--- src/rtl/dac_serial_writer.sv ---
module dac_serial_writer #(
  parameter int WORD_W     = 24,
  parameter int SCLK_HI    = 1,
  parameter int SCLK_LO    = 1,
  parameter int SYNC_SETUP = 1,
  parameter int SYNC_HOLD  = 1,
  parameter int GAP_WR     = 1,
  parameter int GAP_RB     = 14,
  parameter int BUSY_WAIT  = 3,
  parameter int LDAC_W     = 1,
  parameter int BUSY_TMO   = 63
) (
  input  logic              clk,
  input  logic              rst_n,
  input  logic              cmd_valid,
  output logic              cmd_ready,
  input  logic [WORD_W-1:0] cmd_word,
  input  logic              cmd_rb,
  input  logic              cmd_hold,
  input  logic              busy_n,
  input  logic              sdo,
  output logic              sclk,
  output logic              sync_n,
  output logic              din,
  output logic              ldac_n,
  output logic [WORD_W-1:0] rd_word,
  output logic              rd_valid,
  output logic              busy_err
);

  localparam int BW = $clog2(WORD_W);
  localparam int TW = 16;

  typedef enum logic [2:0] {S_IDLE, S_LEAD, S_SHIFT, S_TAIL, S_BWAIT, S_BUSY, S_LDAC} st_t;

  st_t              st;
  logic [TW-1:0]    tmr, gap;
  logic [BW-1:0]    bi;
  logic [WORD_W-1:0] sh, rsh;
  logic             rb_q, hold_q;

  assign cmd_ready = (st == S_IDLE) && (gap == '0);
  wire take = cmd_valid && cmd_ready;

  always_ff @(posedge clk or negedge rst_n) begin
    if (!rst_n) begin
      st       <= S_IDLE;
      tmr      <= '0;
      gap      <= '0;
      bi       <= '0;
      sh       <= '0;
      rsh      <= '0;
      rb_q     <= 1'b0;
      hold_q   <= 1'b0;
      sclk     <= 1'b1;
      sync_n   <= 1'b1;
      din      <= 1'b0;
      ldac_n   <= 1'b1;
      rd_word  <= '0;
      rd_valid <= 1'b0;
      busy_err <= 1'b0;
    end else begin
      rd_valid <= 1'b0;
      if (gap != '0) gap <= gap - 1'b1;
      case (st)
        S_IDLE: if (take) begin
          sh       <= cmd_word;
          din      <= cmd_word[WORD_W-1];
          rb_q     <= cmd_rb;
          hold_q   <= cmd_hold;
          sync_n   <= 1'b0;
          busy_err <= 1'b0;
          tmr      <= TW'(SYNC_SETUP - 1);
          st       <= S_LEAD;
        end
        S_LEAD: if (tmr == '0) begin
          sclk <= 1'b0;
          rsh  <= {rsh[WORD_W-2:0], sdo};
          bi   <= BW'(WORD_W - 1);
          tmr  <= TW'(SCLK_LO - 1);
          st   <= S_SHIFT;
        end else tmr <= tmr - 1'b1;
        S_SHIFT: if (tmr != '0) tmr <= tmr - 1'b1;
        else if (!sclk) begin
          sclk <= 1'b1;
          if (bi == '0) begin
            tmr <= TW'(SYNC_HOLD - 1);
            st  <= S_TAIL;
          end else begin
            bi  <= bi - 1'b1;
            din <= sh[WORD_W-2];
            sh  <= {sh[WORD_W-2:0], 1'b0};
            tmr <= TW'(SCLK_HI - 1);
          end
        end else begin
          sclk <= 1'b0;
          rsh  <= {rsh[WORD_W-2:0], sdo};
          tmr  <= TW'(SCLK_LO - 1);
        end
        S_TAIL: if (tmr == '0) begin
          sync_n <= 1'b1;
          din    <= 1'b0;
          gap    <= TW'((rb_q ? GAP_RB : GAP_WR) - 1);
          if (rb_q) begin
            rd_word  <= rsh;
            rd_valid <= 1'b1;
            st       <= S_IDLE;
          end else begin
            tmr <= TW'(BUSY_WAIT - 1);
            st  <= S_BWAIT;
          end
        end else tmr <= tmr - 1'b1;
        S_BWAIT: if (tmr == '0) st <= S_BUSY;
        else tmr <= tmr - 1'b1;
        S_BUSY: if (busy_n) begin
          if (hold_q) st <= S_IDLE;
          else begin
            ldac_n <= 1'b0;
            tmr    <= TW'(LDAC_W - 1);
            st     <= S_LDAC;
          end
        end else if (tmr == TW'(BUSY_TMO - 1)) begin
          busy_err <= 1'b1;
          st       <= S_IDLE;
        end else tmr <= tmr + 1'b1;
        S_LDAC: if (tmr == '0) begin
          ldac_n <= 1'b1;
          st     <= S_IDLE;
        end else tmr <= tmr - 1'b1;
        default: st <= S_IDLE;
      endcase
    end
  end

  assert_sclk_in_frame_R1: assert property (@(posedge clk) disable iff (!rst_n)
    $fell(sclk) |-> !sync_n);
  assert_din_still_low_phase_R2: assert property (@(posedge clk) disable iff (!rst_n)
    (!sclk && $past(!sclk)) |-> $stable(din));
  assert_ldac_after_busy_R7: assert property (@(posedge clk) disable iff (!rst_n)
    $fell(ldac_n) |-> ($past(busy_n) && sync_n));
  assert_ldac_not_in_frame_R7: assert property (@(posedge clk) disable iff (!rst_n)
    !ldac_n |-> sync_n);
  assert_err_needs_busy_R8: assert property (@(posedge clk) disable iff (!rst_n)
    $rose(busy_err) |-> !$past(busy_n));
  assert_ready_blocked_R10: assert property (@(posedge clk) disable iff (!rst_n)
    (!sync_n || !ldac_n) |-> !cmd_ready);

endmodule

--- config.mk ---
export PLATFORM = sky130hd
export DESIGN_NAME = dac_serial_writer
export DESIGN_NICKNAME = d
export VERILOG_FILES = /design/src/rtl/dac_serial_writer.sv
export SDC_FILE = /design/constraint.sdc
export NUM_CORES = 1
export LEC_CHECK = 0
export BUFFER_PORTS_ARGS = -buffer_cell sky130_fd_sc_hd__buf_2
export CORE_AREA = 2 2 97 193
export DETAILED_ROUTE_END_ITERATION = 8
export DIE_AREA = 0 0 99 195
export GPL_TIMING_DRIVEN = 0
export SYNTH_ARGS = -nofsm -noshare
export SYNTH_HDL_FRONTEND = slang
export SYNTH_SLANG_ARGS = --single-unit
--- constraint.sdc ---
create_clock -name clk -period 3.4 [get_ports clk]
set_clock_uncertainty 0.1 [all_clocks]
set_input_delay 0.17 -clock clk [delete_from_list [all_inputs] [get_ports clk]]
set_output_delay 0.17 -clock clk [all_outputs]
set_load 0.05 [all_outputs]
==> results of run 1 <==
-- critical path: stages, from the launching register on --
cell and delay [ps]:
sky130_fd_sc_hd__dfrtp_1 350, sky130_fd_sc_hd__clkbuf_1 310, sky130_fd_sc_hd__inv_1 150, sky130_fd_sc_hd__ha_1 220
sky130_fd_sc_hd__nor4b_2 180, sky130_fd_sc_hd__nand4_1 250, sky130_fd_sc_hd__nor2_1 150, sky130_fd_sc_hd__nor3_1 800
sky130_fd_sc_hd__o21ai_0 220, sky130_fd_sc_hd__a32o_1 260
-- path summary, 6_finish.rpt --
kind	startpoint	endpoint	slack, ps
setup / recovery	tmr[0]	tmr[2]	280
hold / removal	cmd_valid	busy_err	50
setup reg to reg	tmr[0]	tmr[2]	280
hold reg to reg	sh[7]	sh[7]	380
max in group asynchronous	rst_n	sclk	2290
min in group asynchronous	rst_n	rd_word[16]	150
-- cells by family after synthesis --
logic type                 Yosys count  synth area share [%]
adders and majority gates            9                  1.78
buffers and inverters               48                  3.92
muxes                               73                  12.8
xor gates and xnor gates            18                  2.55
DFF                                119                  48.2
AOI/OAI and AO/OA                  131                  13.8
and+or+nand+nor                    201                  16.9
-- repair_timing --
action,4_1_cts,5_1_grt
resized for setup,0,1
setup endpoints to repair,0,8
hold endpoints to repair,75,0
hold buffers,28,0
-- area by class of cell --
class | instances | area share, %
plain buffers | 37 | 2.63
clock buffers | 19 | 5.77
clock inverters | 12 | 1.99
inverters | 11 | 0.538
multi-input cells | 432 | 38.6
flip-flops and latches | 119 | 38.9
well taps | 213 | 3.47
repair buffers | 90 | 8.08
-- cells in the mapped netlist (all sizes together) (2+ instances only) --
cell	count
buf	22
o22ai	5
xor2	5
o21a	6
nor3b	4
or4	4
xnor2	13
or3	9
mux2i	23
nand3	12
a22o	2
mux2	50
nor2b	8
o31ai	5
nor3	21
nand2	56
and4	3
ha	8
inv	11
clkbuf	15
nand2b	4
nor4	7
dfrtp	116
a211oi	3
a31oi	3
o211ai	2
nand4	13
a22oi	2
a41oi	2
o21ai	58
a221oi	2
nor4b	4
a21oi	28
nor2	51
dfstp	3
a21o	2
-- registers in the layout (all words and copies together) (netlist names), 3 cells and up --
register,cells
tmr,16
rd_word,24
rsh,24
gap,16
bi,5
sh,23
st,3
-- per-layer routing --
metal	up-vias	wire length, um	global-route usage (%)
li1	2376	-	-
met1	2432	5860	18.0
met2	125	8560	30.3
met3	34	571	3.54
met4	0	500	8.73
met5	-	0	0
-- power by group --
part | switching (W) | total (W) | leakage (nW) | internal (W)
registers | 0.000357 | 0.00217 | 1.56 | 0.00181
clock network | 0.000664 | 0.00183 | 0.281 | 0.00116
logic | 0.00173 | 0.00284 | 1.65 | 0.00111
total | 0.00275 | 0.00683 | 3.49 | 0.00408
-- through the flow --
step / setup WS [ps] / cell area, um2
final: 282 / 7670
after global routing: 48.7 / 7670
after CTS: 208 / 7670
after detailed placement: 227 / 6790
after global placement: 255 / 6760
after floorplan: 728 / 6180
==> results.json, run 1 <==
{
  "overflow": 0,
  "powerDensity_mw_per_mm2": 891,
  "design_power_total_w": 0.00683,
  "cellLeakagePower_nw": 3.49,
  "synth-edff-count": 0,
  "layout.cells.most_common": "sky130_fd_sc_hd__dfrtp_1",
  "wire_length_of_the_first_global_routing_pass_um": 25900,
  "synth.area.top_cells": "sky130_fd_sc_hd__dfrtp_1, sky130_fd_sc_hd__mux2_2, sky130_fd_sc_hd__mux2i_1",
  "seq_area_mm2": 0.00298,
  "synth_flop_cell": "sky130_fd_sc_hd__dfrtp_1",
  "utilization_after_layout_pct": 43.3,
  "hold_path_class": "primary input to flip-flop",
  "setup_repair_after_global_routing_missed_its_margin": "false",
  "multi_input_area_mm2": 0.00296,
  "fillers": 1661,
  "layout_common_cells": "sky130_fd_sc_hd__dfrtp_1, sky130_fd_sc_hd__buf_2, sky130_fd_sc_hd__nand2_1",
  "drt-vias-per-instance": 5.32,
  "worst_pin_slew_ps": 1040,
  "worst_ep_arrival_time_ps": 3320,
  "timing.final.crit_share_pct": 91.7,
  "synthesis_to_finish_area_growth_pct": 24.0,
  "syn_avg_cell_area_um2": 10.3,
  "cts_tree": "done",
  "clock_insertion_delay_worst_skew_ps": 420,
  "final_layout_size_suffix_gt1_share_pct": 26.9,
  "chipWidth_um": 99,
  "via_count_of_the_first_global_routing_pass": 5206,
  "ant_nets": 0,
  "cts_inserted_buffers": 17,
  "synth-seq-cells": 119,
  "gp_routability_congestion": 0.907,
  "chip_height_um": 195,
  "synth.net_count": 638,
  "outcome": "complete, no violations",
  "cp-start-kind": "flip-flop",
  "clock_tree.root_cell": "sky130_fd_sc_hd__clkbuf_16",
  "portBuffers": 61,
  "clockBufferDepth": 2,
  "yosysTopAreaCell": "sky130_fd_sc_hd__dfrtp_1",
  "report.final.hold_viol_count": 0,
  "place_inst": 874,
  "drt-wirelength-per-cell_um": 16.6,
  "timing.final.crit_period_ps": 3120,
  "timing.reg2reg.worst_path_depth": 9,
  "required_time_of_the_worst_setup_path_ps": 3600,
  "first_drt_iteration_drcs": 263,
  "final.setup.tns_ps": 0,
  "fmaxAchievable_mhz": 321,
  "totalWireLength_um": 15500,
  "number_of_distinct_standard_cells_referenced_by_the_synthesized_netlist": 63,
  "post_syn_area_mm2": 0.00618,
  "grt_util_all_layers_pct": 16.8,
  "post_layout_nonfiller_instances": 933,
  "drv_cap": 0,
  "endpoint_kind": "flip-flop",
  "vdd_ir_max_mv": 0.558,
  "relSlewSlack_pct": 30.8,
  "report.final.setup_viol": 0,
  "antenna_found_initial": 0,
  "via_count": 4967,
  "cts.repair_timing.setup_buffer_count": 0,
  "yosys.area.top_type_share_pct": 46.9,
  "synthCells": 599,
  "detail_route.first_pass.iterations": 4,
  "numClockSinks": 119,
  "antenna_cells": 0,
  "fin_nets": 747,
  "ys_async_sr_fraction_pct": 100,
  "dieArea_mm2": 0.0193,
  "num_rows": 69,
  "floorplan.io_pins": 62,
  "yosysSeqAreaShare_pct": 48.2,
  "critical_path.max_fanout": 9,
  "start_util_pct": 34.9,
  "coreArea_mm2": 0.0177,
  "hold_crit_depth": 3,
  "final-max-slew-violation-count": 0,
  "critical_path_class": "flip-flop to flip-flop",
  "whs_ps": 54.7,
  "clk_pin_slew_ps": 50,
  "route.detailed.drc": 0,
  "yosysWarnings": 0,
  "cts_htree_levels": 4,
  "dp.final_hpwl_um": 11100,
  "grt_start_max_net_pins": 72
}
Note: power is estimated with default switching activity, not from simulation.
==> run 2: changes to the inputs <==
--- a/config.mk
+++ b/config.mk
@@ -6,10 +6,12 @@
 export NUM_CORES = 1
 export LEC_CHECK = 0
 export BUFFER_PORTS_ARGS = -buffer_cell sky130_fd_sc_hd__buf_2
-export CORE_AREA = 2 2 97 193
+export CAP_MARGIN = 40
+export CORE_AREA = 2 2 115 228
 export DETAILED_ROUTE_END_ITERATION = 8
-export DIE_AREA = 0 0 99 195
+export DIE_AREA = 0 0 117 230
 export GPL_TIMING_DRIVEN = 0
+export PLACE_DENSITY_LB_ADDON = 0.12
 export SYNTH_ARGS = -nofsm -noshare
 export SYNTH_HDL_FRONTEND = slang
 export SYNTH_SLANG_ARGS = --single-unit
==> run 2 against run 1 <==
Effect of this change:
- sequential share of layout area decreased by 0.63 points
- first-iteration DRC count decreased by 27%
- die area increased by 39%
- maximum frequency decreased by 0.94%
- via count decreased by 0.34%
- worst setup slack got worse by 29 ps
- global-route usage decreased by 3.2 points
- non-clock buffer count increased by 2
- largest cell class unchanged
- largest power group unchanged
==> results.json, run 2 (synthesis gave the netlist of run 1 again) <==
{
  "delay_of_the_slowest_critical_path_stage_ps": 510,
  "chip_height_um": 230,
  "final-max-slew-violation-count": 0,
  "chipWidth_um": 117,
  "timing.final.crit_period_ps": 3150,
  "vdd_ir_max_mv": 0.432,
  "reg_top3": "rd_word x24, rsh x24, sh x23",
  "antenna_found_initial": 0,
  "dieArea_mm2": 0.0269,
  "layout.cells.most_common": "sky130_fd_sc_hd__dfrtp_1",
  "cts_inserted_buffers": 17,
  "final.setup.tns_ps": 0,
  "critical_path_class": "flip-flop to flip-flop",
  "route.detailed.drc": 0,
  "synthesis_to_finish_area_growth_pct": 26.1,
  "numClockSinks": 119,
  "clock_tree.root_cell": "sky130_fd_sc_hd__clkbuf_16",
  "cp_num_cells": 10,
  "powerDensity_mw_per_mm2": 865,
  "fmaxAchievable_mhz": 318,
  "dp.final_hpwl_um": 12100,
  "design_power_total_w": 0.00674,
  "antenna_cells": 0,
  "post_layout_nonfiller_instances": 1058,
  "coreArea_mm2": 0.0251,
  "cp-start-kind": "flip-flop",
  "timing.final.crit_share_pct": 92.6,
  "ant_nets": 0,
  "via_count": 4950,
  "report.final.hold_viol_count": 0,
  "cellLeakagePower_nw": 3.49,
  "via_count_of_the_first_global_routing_pass": 5374,
  "gp_routability_congestion": 0.840,
  "hold_path_class": "primary input to flip-flop",
  "place_inst": 999,
  "drv_cap": 0,
  "crit_chain": "clkbuf_1, inv_1, ha_1, nor4b_2, nand2_1, o21ai_1, clkbuf_1, nor2_1, o31ai_1, o31ai_1",
  "drt-wirelength-per-cell_um": 15.7,
  "clockBufferDepth": 2,
  "worst_pin_slew_ps": 832,
  "required_time_of_the_worst_setup_path_ps": 3590,
  "portBuffers": 61,
  "drt-vias-per-instance": 4.68,
  "detail_route.first_pass.iterations": 7,
  "cp_num_buf_inv": 3,
  "num_rows": 82,
  "overflow": 0,
  "worst-r2r-setup-slack_ps": 250,
  "worst_ep_arrival_time_ps": 3340,
  "grt_start_max_net_pins": 69,
  "critPathTopFamily": "buffers and inverters",
  "relSlewSlack_pct": 43.7,
  "first_drt_iteration_drcs": 193,
  "clk_pin_slew_ps": 60,
  "critical_path.max_fanout": 10,
  "cts_htree_levels": 4,
  "wire_length_of_the_first_global_routing_pass_um": 28100,
  "cts.repair_timing.setup_buffer_count": 0,
  "final_layout_size_suffix_gt1_share_pct": 27.3,
  "layout_common_cells": "sky130_fd_sc_hd__dfrtp_1, sky130_fd_sc_hd__buf_2, sky130_fd_sc_hd__nand2_1",
  "outcome": "complete, no violations",
  "timing.critical_path.slowest_stage_cell": "sky130_fd_sc_hd__clkbuf_1",
  "start_util_pct": 24.6,
  "endpoint_kind": "flip-flop",
  "clock_insertion_delay_worst_skew_ps": 420,
  "hold_crit_depth": 3,
  "setup_repair_after_global_routing_missed_its_margin": "false",
  "fin_nets": 749,
  "totalWireLength_um": 16700,
  "cts_tree": "done",
  "grt_util_all_layers_pct": 13.6,
  "timing.reg2reg.worst_path_depth": 10,
  "floorplan.io_pins": 62,
  "report.final.setup_viol": 0
}
==> run 2: cell types whose count changed in the layout (fill, tap and decap cells not counted), sizes merged <==
cell	before	now
bufinv	3	1
clkinv	4	6
buf	84	86
clkinvlp	4	3
inv	12	13
==> run 2: final timing paths <==
check                          start           to
max                           tmr[0]      tmr[13]
max reg2reg                   tmr[0]      tmr[13]
max in group asynchronous      rst_n         sclk
min reg2reg                   sh[22]       sh[22]
min in group asynchronous      rst_n  rd_word[15]
min                        cmd_valid     busy_err
==> run 2: through the flow <==
| stage | utilization [%] | hold WS [ps] | area [um2] | worst slack [ps] |
|---|---|---|---|---|
| 3_3_place_gp | 27.5 | 308 | 6910 | 198 |
| 5_1_grt | 31.0 | 114 | 7800 | 18.2 |
| 3_5_place_dp | 27.7 | 150 | 6960 | 107 |
| 2_1_floorplan | - | -226 | 6180 | 728 |
| 4_1_cts | 31.0 | 65.6 | 7780 | 78.7 |
| 6_report | 31.0 | 66.4 | 7800 | 252 |
==> run 2: power by group <==
group	switching [W]	total, W	internal (W)	leakage [nW]
sequential	0.000364	0.00217	0.00181	1.56
clock	0.000681	0.00170	0.00102	0.265
combinational	0.00175	0.00287	0.00113	1.66
total	0.00279	0.00674	0.00395	3.49
==> run 2: what timing repair did <==
item	in CTS	in global routing
resized for setup	0	3
hold buffers	28	0
hold endpoints to repair	92	0
endpoints found under the setup margin	0	31
==> run 2: worst min-delay path, cell delays in order <==
cell and delay [ps]:
sky130_fd_sc_hd__buf_2 100, sky130_fd_sc_hd__nand2_1 130, sky130_fd_sc_hd__o21a_1 140
==> run 2: layer usage <==
layer / track usage (%) / vias up / wire length [um]
met1: 14.4 / 2440 / 6290
met5: 0 / - / 0
li1: - / 2386 / -
met2: 24.7 / 94 / 9430
met4: 6.21 / 0 / 469
met3: 3.16 / 30 / 473
==> run 2: final cells by class <==
cell class / count / area (um2)
well taps: 336 / 420
repair buffers: 92 / 632
clock inverters: 12 / 104
fillers: 2632 / 17300
clock buffers: 19 / 443
flip-flops and latches: 119 / 2980
plain buffers: 37 / 201
multi-input cells: 432 / 2970
inverters: 11 / 41.3
